<file path="config.mk">
export PLATFORM = sky130hd
export DESIGN_NAME = dsp_lshift
export DESIGN_NICKNAME = d
export VERILOG_FILES = /design/src/rtl/dsp_lshift_pkg.sv /design/src/rtl/dsp_lshift_amt.sv /design/src/rtl/dsp_lshift_core.sv /design/src/rtl/dsp_lshift_flags.sv /design/src/rtl/dsp_lshift.sv
export SDC_FILE = /design/constraint.sdc
export NUM_CORES = 1
export LEC_CHECK = 0
export BUFFER_PORTS_ARGS = -buffer_cell sky130_fd_sc_hd__buf_2
export CAP_MARGIN = 25
export CORE_MARGIN = 5
export CORE_UTILIZATION = 50
export DETAILED_ROUTE_END_ITERATION = 8
export PLACE_DENSITY = 0.79
export SYNTH_ARGS = -nofsm -noshare
export SYNTH_HDL_FRONTEND = slang
export SYNTH_SLANG_ARGS = --single-unit
</file>
<file path="constraint.sdc">
create_clock -name clk_i -period 8.8 [get_ports clk_i]
set_input_delay 0.44 -clock clk_i [delete_from_list [all_inputs] [get_ports clk_i]]
set_output_delay 0.44 -clock clk_i [all_outputs]
set_load 0.01 [all_outputs]
</file>
<file path="src/rtl/dsp_lshift_pkg.sv">
package dsp_lshift_pkg;
  localparam int unsigned DATA_W = 32;
  localparam int unsigned HALF_W = DATA_W / 2;

  typedef enum logic [2:0] {
    DC_CARRY = 3'b000,
    DC_NEG   = 3'b001,
    DC_ZERO  = 3'b010,
    DC_OVF   = 3'b011
  } dc_sel_e;

  typedef struct packed {
    logic dc;
    logic n;
    logic z;
    logic v;
    logic gt;
  } flags_t;
endpackage

</file>
<file path="src/rtl/dsp_lshift_amt.sv">
module dsp_lshift_amt #(
  parameter int unsigned OPND_W  = 32,
  parameter int unsigned FIELD_LSB = 16,
  parameter int unsigned FIELD_W = 7,
  parameter int unsigned MAX_SH  = 16,
  localparam int unsigned MAG_W  = $clog2(MAX_SH + 1)
) (
  input  logic [OPND_W-1:0] opnd_i,
  output logic              right_o,
  output logic [MAG_W-1:0]  mag_o
);
  logic signed [FIELD_W-1:0] fld;
  logic signed [FIELD_W:0]   ext;
  logic signed [FIELD_W:0]   lim_pos;
  logic signed [FIELD_W:0]   lim_neg;
  logic        [FIELD_W:0]   neg_val;

  assign fld     = opnd_i[FIELD_LSB +: FIELD_W];
  assign ext     = {fld[FIELD_W-1], fld};
  assign lim_pos = (FIELD_W+1)'(MAX_SH);
  assign lim_neg = -lim_pos;
  assign neg_val = -ext;

  // saturate to +/-MAX_SH
  always_comb begin
    if (ext > lim_pos) begin
      right_o = 1'b0;
      mag_o   = MAG_W'(MAX_SH);
    end else if (ext < lim_neg) begin
      right_o = 1'b1;
      mag_o   = MAG_W'(MAX_SH);
    end else if (ext < 0) begin
      right_o = 1'b1;
      mag_o   = neg_val[MAG_W-1:0];
    end else begin
      right_o = 1'b0;
      mag_o   = ext[MAG_W-1:0];
    end
  end
endmodule

</file>
<file path="src/rtl/dsp_lshift_core.sv">
module dsp_lshift_core #(
  parameter int unsigned HALF_W = 16,
  localparam int unsigned MAG_W = $clog2(HALF_W + 1),
  localparam int unsigned FULL_W = 2 * HALF_W
) (
  input  logic [HALF_W-1:0] half_i,
  input  logic              right_i,
  input  logic [MAG_W-1:0]  mag_i,
  output logic [FULL_W-1:0] res_o,
  output logic              out_bit_o
);
  logic [FULL_W-1:0] lw;
  logic [FULL_W-1:0] rw;

  // the bit that crosses the half-word boundary last lands at HALF_W / HALF_W-1
  assign lw = {{HALF_W{1'b0}}, half_i} << mag_i;
  assign rw = {half_i, {HALF_W{1'b0}}} >> mag_i;

  always_comb begin
    if (right_i) begin
      res_o     = {rw[FULL_W-1:HALF_W], {HALF_W{1'b0}}};
      out_bit_o = rw[HALF_W-1];
    end else begin
      res_o     = {lw[HALF_W-1:0], {HALF_W{1'b0}}};
      out_bit_o = lw[HALF_W];
    end
  end
endmodule

</file>
<file path="src/rtl/dsp_lshift_flags.sv">
module dsp_lshift_flags
  import dsp_lshift_pkg::*;
#(
  parameter int unsigned RES_W = 32
) (
  input  logic             clk_i,
  input  logic             rst_ni,
  input  logic             upd_i,
  input  logic             cond_i,
  input  logic [2:0]       sel_i,
  input  logic [RES_W-1:0] res_i,
  input  logic             out_bit_i,
  output flags_t           flags_o
);
  flags_t nxt;
  logic   res_zero;

  assign res_zero = (res_i == '0);

  always_comb begin
    nxt    = flags_o;
    nxt.n  = res_i[RES_W-1];
    nxt.z  = res_zero;
    nxt.v  = 1'b0;
    nxt.gt = 1'b0;
    case (sel_i)
      DC_CARRY: nxt.dc = out_bit_i;
      DC_NEG:   nxt.dc = res_i[RES_W-1];
      DC_ZERO:  nxt.dc = res_zero;
      DC_OVF:   nxt.dc = 1'b0;
      default:  nxt.dc = flags_o.dc;
    endcase
  end

  always_ff @(posedge clk_i or negedge rst_ni) begin
    if (!rst_ni)                flags_o <= '0;
    else if (upd_i && !cond_i)  flags_o <= nxt;
  end


  cond_keep_chk: assert property (@(posedge clk_i) disable iff (!rst_ni)
    (upd_i && cond_i) |=> $stable(flags_o));

  idle_keep_chk: assert property (@(posedge clk_i) disable iff (!rst_ni)
    !upd_i |=> $stable(flags_o));

  v_gt_clr_chk: assert property (@(posedge clk_i) disable iff (!rst_ni)
    (upd_i && !cond_i) |=> (!flags_o.v && !flags_o.gt));

  dc_neg_chk: assert property (@(posedge clk_i) disable iff (!rst_ni)
    (upd_i && !cond_i && sel_i == DC_NEG) |=> (flags_o.dc == flags_o.n));

  dc_zero_chk: assert property (@(posedge clk_i) disable iff (!rst_ni)
    (upd_i && !cond_i && sel_i == DC_ZERO) |=> (flags_o.dc == flags_o.z));

  dc_ovf_chk: assert property (@(posedge clk_i) disable iff (!rst_ni)
    (upd_i && !cond_i && sel_i == DC_OVF) |=> !flags_o.dc);

  dc_rsv_chk: assert property (@(posedge clk_i) disable iff (!rst_ni)
    (upd_i && !cond_i && sel_i[2]) |=> $stable(flags_o.dc));
endmodule

</file>
<file path="src/rtl/dsp_lshift.sv">
module dsp_lshift
  import dsp_lshift_pkg::*;
#(
  parameter int unsigned AMT_LSB = 16,
  parameter int unsigned AMT_W   = 7
) (
  input  logic              clk_i,
  input  logic              rst_ni,
  input  logic [DATA_W-1:0] src_i,
  input  logic [DATA_W-1:0] amt_i,
  input  logic [2:0]        sel_i,
  input  logic              valid_i,
  input  logic              cond_i,
  output logic [DATA_W-1:0] res_o,
  output logic              dc_o,
  output logic              n_o,
  output logic              z_o,
  output logic              v_o,
  output logic              gt_o
);
  localparam int unsigned MAG_W = $clog2(HALF_W + 1);

  logic             right;
  logic [MAG_W-1:0] mag;
  logic             out_bit;
  flags_t           flags;

  dsp_lshift_amt #(
    .OPND_W(DATA_W), .FIELD_LSB(AMT_LSB), .FIELD_W(AMT_W), .MAX_SH(HALF_W)
  ) u_amt (
    .opnd_i (amt_i),
    .right_o(right),
    .mag_o  (mag)
  );

  dsp_lshift_core #(.HALF_W(HALF_W)) u_core (
    .half_i   (src_i[DATA_W-1:HALF_W]),
    .right_i  (right),
    .mag_i    (mag),
    .res_o    (res_o),
    .out_bit_o(out_bit)
  );

  dsp_lshift_flags #(.RES_W(DATA_W)) u_flags (
    .clk_i    (clk_i),
    .rst_ni   (rst_ni),
    .upd_i    (valid_i),
    .cond_i   (cond_i),
    .sel_i    (sel_i),
    .res_i    (res_o),
    .out_bit_i(out_bit),
    .flags_o  (flags)
  );

  assign dc_o = flags.dc;
  assign n_o  = flags.n;
  assign z_o  = flags.z;
  assign v_o  = flags.v;
  assign gt_o = flags.gt;


  low_half_zero_chk: assert property (@(posedge clk_i) disable iff (!rst_ni)
    res_o[HALF_W-1:0] == '0);

  zero_amt_pass_chk: assert property (@(posedge clk_i) disable iff (!rst_ni)
    (amt_i[AMT_LSB +: AMT_W] == '0) |-> (res_o[DATA_W-1:HALF_W] == src_i[DATA_W-1:HALF_W]));
endmodule

</file>
# Word-level counts from Yosys, hierarchy flattened
# Cells that the tools add are included.
[word_totals]
register_bits = 3
latch_bits = 0
ram_bits = 0
romBits = 0
output_inout_bits = 37
elab_cells = 27
memories = 0
[op_classes]
add_sub_neg = 1
n_mul = 0
div_mod_pow = 0
magnitude_cmp = 3
eq_ne = 3
n_shift = 2
mux = 9
n_bitwise = 0
n_reduce_logical = 6
[ops]
columns = ["cell", "count"]
rows = [
  ["$logic_not A32 Y1", 1],
  ["$mux W32", 1],
  ["$shr A32 B5 Y32", 1],
  ["$shl A16 B5 Y17", 1],
  ["$mux W5", 3],
  ["$gt A7 B6 Y1 const B", 1],
  ["$lt A7 B1 Y1 const B", 1],
  ["$lt A7 B5 Y1 const B", 1],
  ["$eq A3 B2 Y1 const B", 2],
  ["$neg A5 Y5", 1],
  ["$mux W1", 4],
  ["$pmux W1 S4", 1],
  ["$reduce_bool A4 Y1", 1],
  ["$eq A3 B1 Y1 const B", 1],
  ["$logic_not A3 Y1", 1],
  ["$reduce_and A2 Y1", 1],
  ["$logic_and A1 B1 Y1", 1],
  ["$logic_not A1 Y1", 1],
]

# Logic depth before layout (Yosys ltp)
[depth]
depth_word = 8
mapped_depth = 18
ltp_nobuf = 12

# Hierarchy
# Synthesis repeated with hierarchy kept, for this count alone.
[unflattened]
hier_cells = 291
area_unflattened_um2 = 2190.9
[by_module_without_submodules]
columns = ["module", "n_inst", "cells_each", "area_each_um2", "seq_area_each_um2"]
rows = [
  ["dsp_lshift_core", 1, 239, 1755.4, 0.0],
  ["dsp_lshift_flags", 1, 27, 267.8, 75.1],
  ["dsp_lshift_amt", 1, 25, 167.7, 0.0],
]

# Least setup slack after synthesis
# No wires, ideal clock.
[synth_path]
kind = "input -> output"
startpoint = "in amt_i[22]"
endpoint = "out res_o[16]"
arrival_time_ps = 3306
t_required_ps = 8360
path_slack_ps = 5054
path_stages = 12
path_cell_list = "buf_2 -> buf_1 -> inv_1 -> ha_1 -> buf_2 -> or2_2 -> a2bb2oi_4 -> o21ai_1 -> a21oi_1 -> a2111oi_0 -> a21oi_1 -> a211oi_1"
[synth_between]
elab_chain_len = 6
word_cells_on_any_way = 12
cone_classes = "order compare: 3; shift: 2; mux: 7"
[synth_rtl]
columns = ["item", "line", "source"]
rows = [
  ["from (decl)", "dsp_lshift.sv:10", "input logic [DATA_W-1:0] amt_i,"],
  ["$lt A7 B1 Y1", "dsp_lshift_amt.sv:32", "end else if (ext < 0) begin"],
  ["$mux W5", "dsp_lshift_amt.sv:32", ""],
  ["$mux W5", "dsp_lshift_amt.sv:29", "end else if (ext < lim_neg) begin"],
  ["$mux W5", "dsp_lshift_amt.sv:26", "if (ext > lim_pos) begin"],
  ["$shl A16 B5 Y17 or $shr A32 B5 Y32 (tied branches)", "dsp_lshift_core.sv:16, dsp_lshift_core.sv:17", ""],
  ["$mux W32 *", "dsp_lshift_core.sv:20", "if (right_i) begin"],
  ["to (decl)", "dsp_lshift.sv:14", "output logic [DATA_W-1:0] res_o,"],
]
# Mark *: on every way between the ends. The rest lies on a longest branch, timed or not.

# Worst setup path after layout
[layout_path]
startpoint = "in amt_i[22]"
endpoint = "out res_o[18]"
# Same word-level chain as after synthesis.

==> flow_metrics.env <==
export IMPL_synth_warnings=0
export IMPL_ir_drop_mv=0.0650
export IMPL_synth_edf_count=0
export IMPL_drt_initial_drc_count=696
export IMPL_ant_nets=0
export IMPL_cts_buffer_depth=2
export IMPL_vias_per_cell=7.33
export IMPL_synth_area_mm2=0.00272
export IMPL_fin_area_mm2=0.00287
export IMPL_wl_per_cell_um=22.3
export IMPL_largest_register_ffs=3
export IMPL_place_congestion=0.982
export IMPL_cts_setup_buffers=0
export IMPL_pin_count=108
export IMPL_floorplan_initialDensity=0.523
export IMPL_ys_top_cells_by_area="a21oi_1 8.1%, nand2_1 6.2%, buf_4 5.5%, o211ai_1 4.7%, o21ai_0 4.4%"
export IMPL_fin_setup_tns_ns=0
export IMPL_netlist_area_leader_share=0.0810
export IMPL_vias=3733
export IMPL_numCtsBuffers=3
export IMPL_ys_ff_latch=3
export IMPL_cts_tree="built"
export IMPL_yosysSeqAreaShare=0.0276
export IMPL_cts_resized=0
export IMPL_synth_cell_types=79
export IMPL_cp_start_kind="primary input"
export IMPL_arrival_ns=4.02
export IMPL_hold_path_class="in -> async"
export IMPL_post_synth_top_area_cell="a21oi_1"
export IMPL_drt_wl_total_um=11400
export IMPL_instances_no_fill=509
export IMPL_firstDrtPassIters=8
export IMPL_syn2layout_area_growth_pct=5.43
export IMPL_ctsHoldBuffers=0
export IMPL_power_density_mw_per_mm2=104
export IMPL_syn_avg_cell_area_um2=6.48
export IMPL_min_period_over_period=0.507
export IMPL_die_area_mm2=0.00701
export IMPL_tightest_slew_ns=1.01
export IMPL_path_max_fanout=19
export IMPL_top_register="u_flags.flags_o"
export IMPL_clock_root_buffer="clkbuf_8"
export IMPL_clkLatencyLatePin_ns=0.22
export IMPL_place_detailed_hpwl_um=8020
export IMPL_finClkSkew_ns=0
export IMPL_outcome="completed"
export IMPL_die_w_um=83.8
export IMPL_period_minus_slack_ns=4.46
export IMPL_cap_violations=0
export IMPL_num_rows=26
export IMPL_grt_max_degree=34
export IMPL_io_buffers=48
export IMPL_drc_errors=0
export IMPL_layout_nets=513
export IMPL_dpl_cell_area_mm2=0.00282
export IMPL_crit_required_ns=8.36
export IMPL_setup_viol=0
export IMPL_rsz0062_at_grt="no"
export IMPL_critPathKind="in -> out"
export IMPL_grt_pass1_wl_um=17300
export IMPL_hold_viol_final=0
export IMPL_grt_pass1_vias=3143
export IMPL_die_h_um=83.8
export IMPL_dp_cells=505
export IMPL_fillers=532
export IMPL_clock_sinks=3
export IMPL_clk_pin_slew_ns=0.03
export IMPL_n_antenna_cell=0
export IMPL_power_total_mw=0.298
export IMPL_fmax_ghz=0.224
export IMPL_synthArstFlopShare=1.00
export IMPL_grt_usage=0.299
export IMPL_synth_ff_type="dfrtp_1"
export IMPL_gr_total_overflow=0
export IMPL_drv_slew=0
export IMPL_htree_levels=1
export IMPL_fp_coreArea_mm2=0.00520
export IMPL_leakagePower_nw=1.14
export IMPL_relSlewSlack=0.310
export IMPL_cp_end_kind="output port"
export IMPL_drive_gt1_frac=0.187
export IMPL_antenna_found_initial=0
export IMPL_netlist_instances=420
export IMPL_reg_top3="u_flags.flags_o x3"
-- layout make-up --
class                   instances  area [um^2]  share of cell area
multi-input cells             361         2310               0.805
repair buffers                 55          293               0.102
well taps                      70         87.6              0.0305
flip-flops and latches          3         75.1              0.0262
inverters                      16         60.1              0.0209
clock buffers                   4         45.0              0.0157
-- per-layer routing --
metal,up-vias,part of all wire,track usage
met5,-,0,0
met4,0,0.039,0.107
li1,1632,-,-
met2,348,0.43,0.453
met1,1701,0.38,0.407
met3,52,0.16,0.0760
-- cell usage in the layout, fill, tap and decap left out, types with 5 or more instances in the layout --
| master | netlist | final |
|---|---|---|
| nand3_1 | 20 | 20 |
| o22ai_1 | 8 | 8 |
| o211ai_1 | 17 | 17 |
| a2111oi_0 | 6 | 6 |
| nor3_1 | 14 | 14 |
| a21oi_1 | 44 | 44 |
| nor2_1 | 28 | 28 |
| conb_1 | 1 | 18 |
| nand2_1 | 45 | 45 |
| buf_4 | 20 | 7 |
| o21ai_0 | 24 | 24 |
| inv_1 | 16 | 16 |
| a31oi_1 | 5 | 5 |
| nor4_1 | 8 | 8 |
| a211oi_1 | 7 | 7 |
| a221oi_1 | 8 | 8 |
| nand4_1 | 8 | 8 |
| o21ai_1 | 5 | 5 |
| buf_2 | 17 | 48 |
| mux2i_1 | 7 | 7 |
-- final timing paths --
check	endpoint	startpoint	slack, ns	cells past startpoint
max	res_o[18]	amt_i[22]	4.34	11
min in group clk_i	u_flags.flags_o[3]	u_flags.flags_o[3]	0.48	2
max in group asynchronous	u_flags.flags_o[2]	rst_ni	8.68	1
min	u_flags.flags_o[4]	rst_ni	0.006	1
min reg2reg	u_flags.flags_o[3]	u_flags.flags_o[3]	0.48	2
max reg2reg	u_flags.flags_o[4]	u_flags.flags_o[4]	8.07	2
-- stage by stage --
stage / setup slack, ns / utilization / hold slack, ns
2_1_floorplan: 5.05 / - / 0.144
3_3_place_gp: 4.47 / 0.542 / 0.236
3_5_place_dp: 4.40 / 0.542 / 0.240
4_1_cts: 4.50 / 0.551 / 0.0134
5_1_grt: 4.18 / 0.551 / 0.0195
6_report: 4.34 / 0.551 / 0.00625
-- report_power, final --
group	total, mW	switching [mW]	internal [mW]
logic	0.238	0.161	0.0775
clock network	0.0416	0.0106	0.0310
registers	0.0179	0.00123	0.0167
total	0.298	0.172	0.125
-- cells in the mapped netlist (all sizes together) (3+ instances only) --
cell type / instances
nand3: 20
nor2: 30
o211ai: 17
a21oi: 44
clkbuf: 14
a31oi: 5
o21ai: 30
o22ai: 9
mux2: 3
a221oi: 8
o31ai: 3
nand2b: 3
mux2i: 8
a32o: 3
inv: 16
nor3: 15
o21bai: 3
a211oi: 7
nor4: 9
a21o: 4
nor2b: 3
a32oi: 4
a2bb2oi: 3
buf: 43
a2111oi: 9
or3: 3
nand2: 46
and3: 4
a22oi: 4
dfrtp: 3
nand4: 8
-- kinds of logic after synthesis --
| family | count (synthesis) | share of synthesized area |
|---|---|---|
| buffers and inverters | 73 | 0.148 |
| xor gates and xnor gates | 4 | 0.0129 |
| adders and majority gates | 2 | 0.00920 |
| and+or+nand+nor | 149 | 0.279 |
| DFF | 3 | 0.0276 |
| other | 1 | 0.00138 |
| AOI/OAI and AO/OA | 176 | 0.468 |
| muxes | 12 | 0.0547 |
-- worst max-delay path, stage by stage --
cell and delay, ns:
buf_2 0.27, inv_1 0.16, ha_1 0.46, nand2b_1 0.23, nor2_1 0.64, buf_4 0.38
a221oi_1 0.08, a311oi_1 0.51, a21oi_1 0.11, a2111oi_2 0.52, buf_2 0.22
No activity file was read; power rests on OpenSTA's default activity.
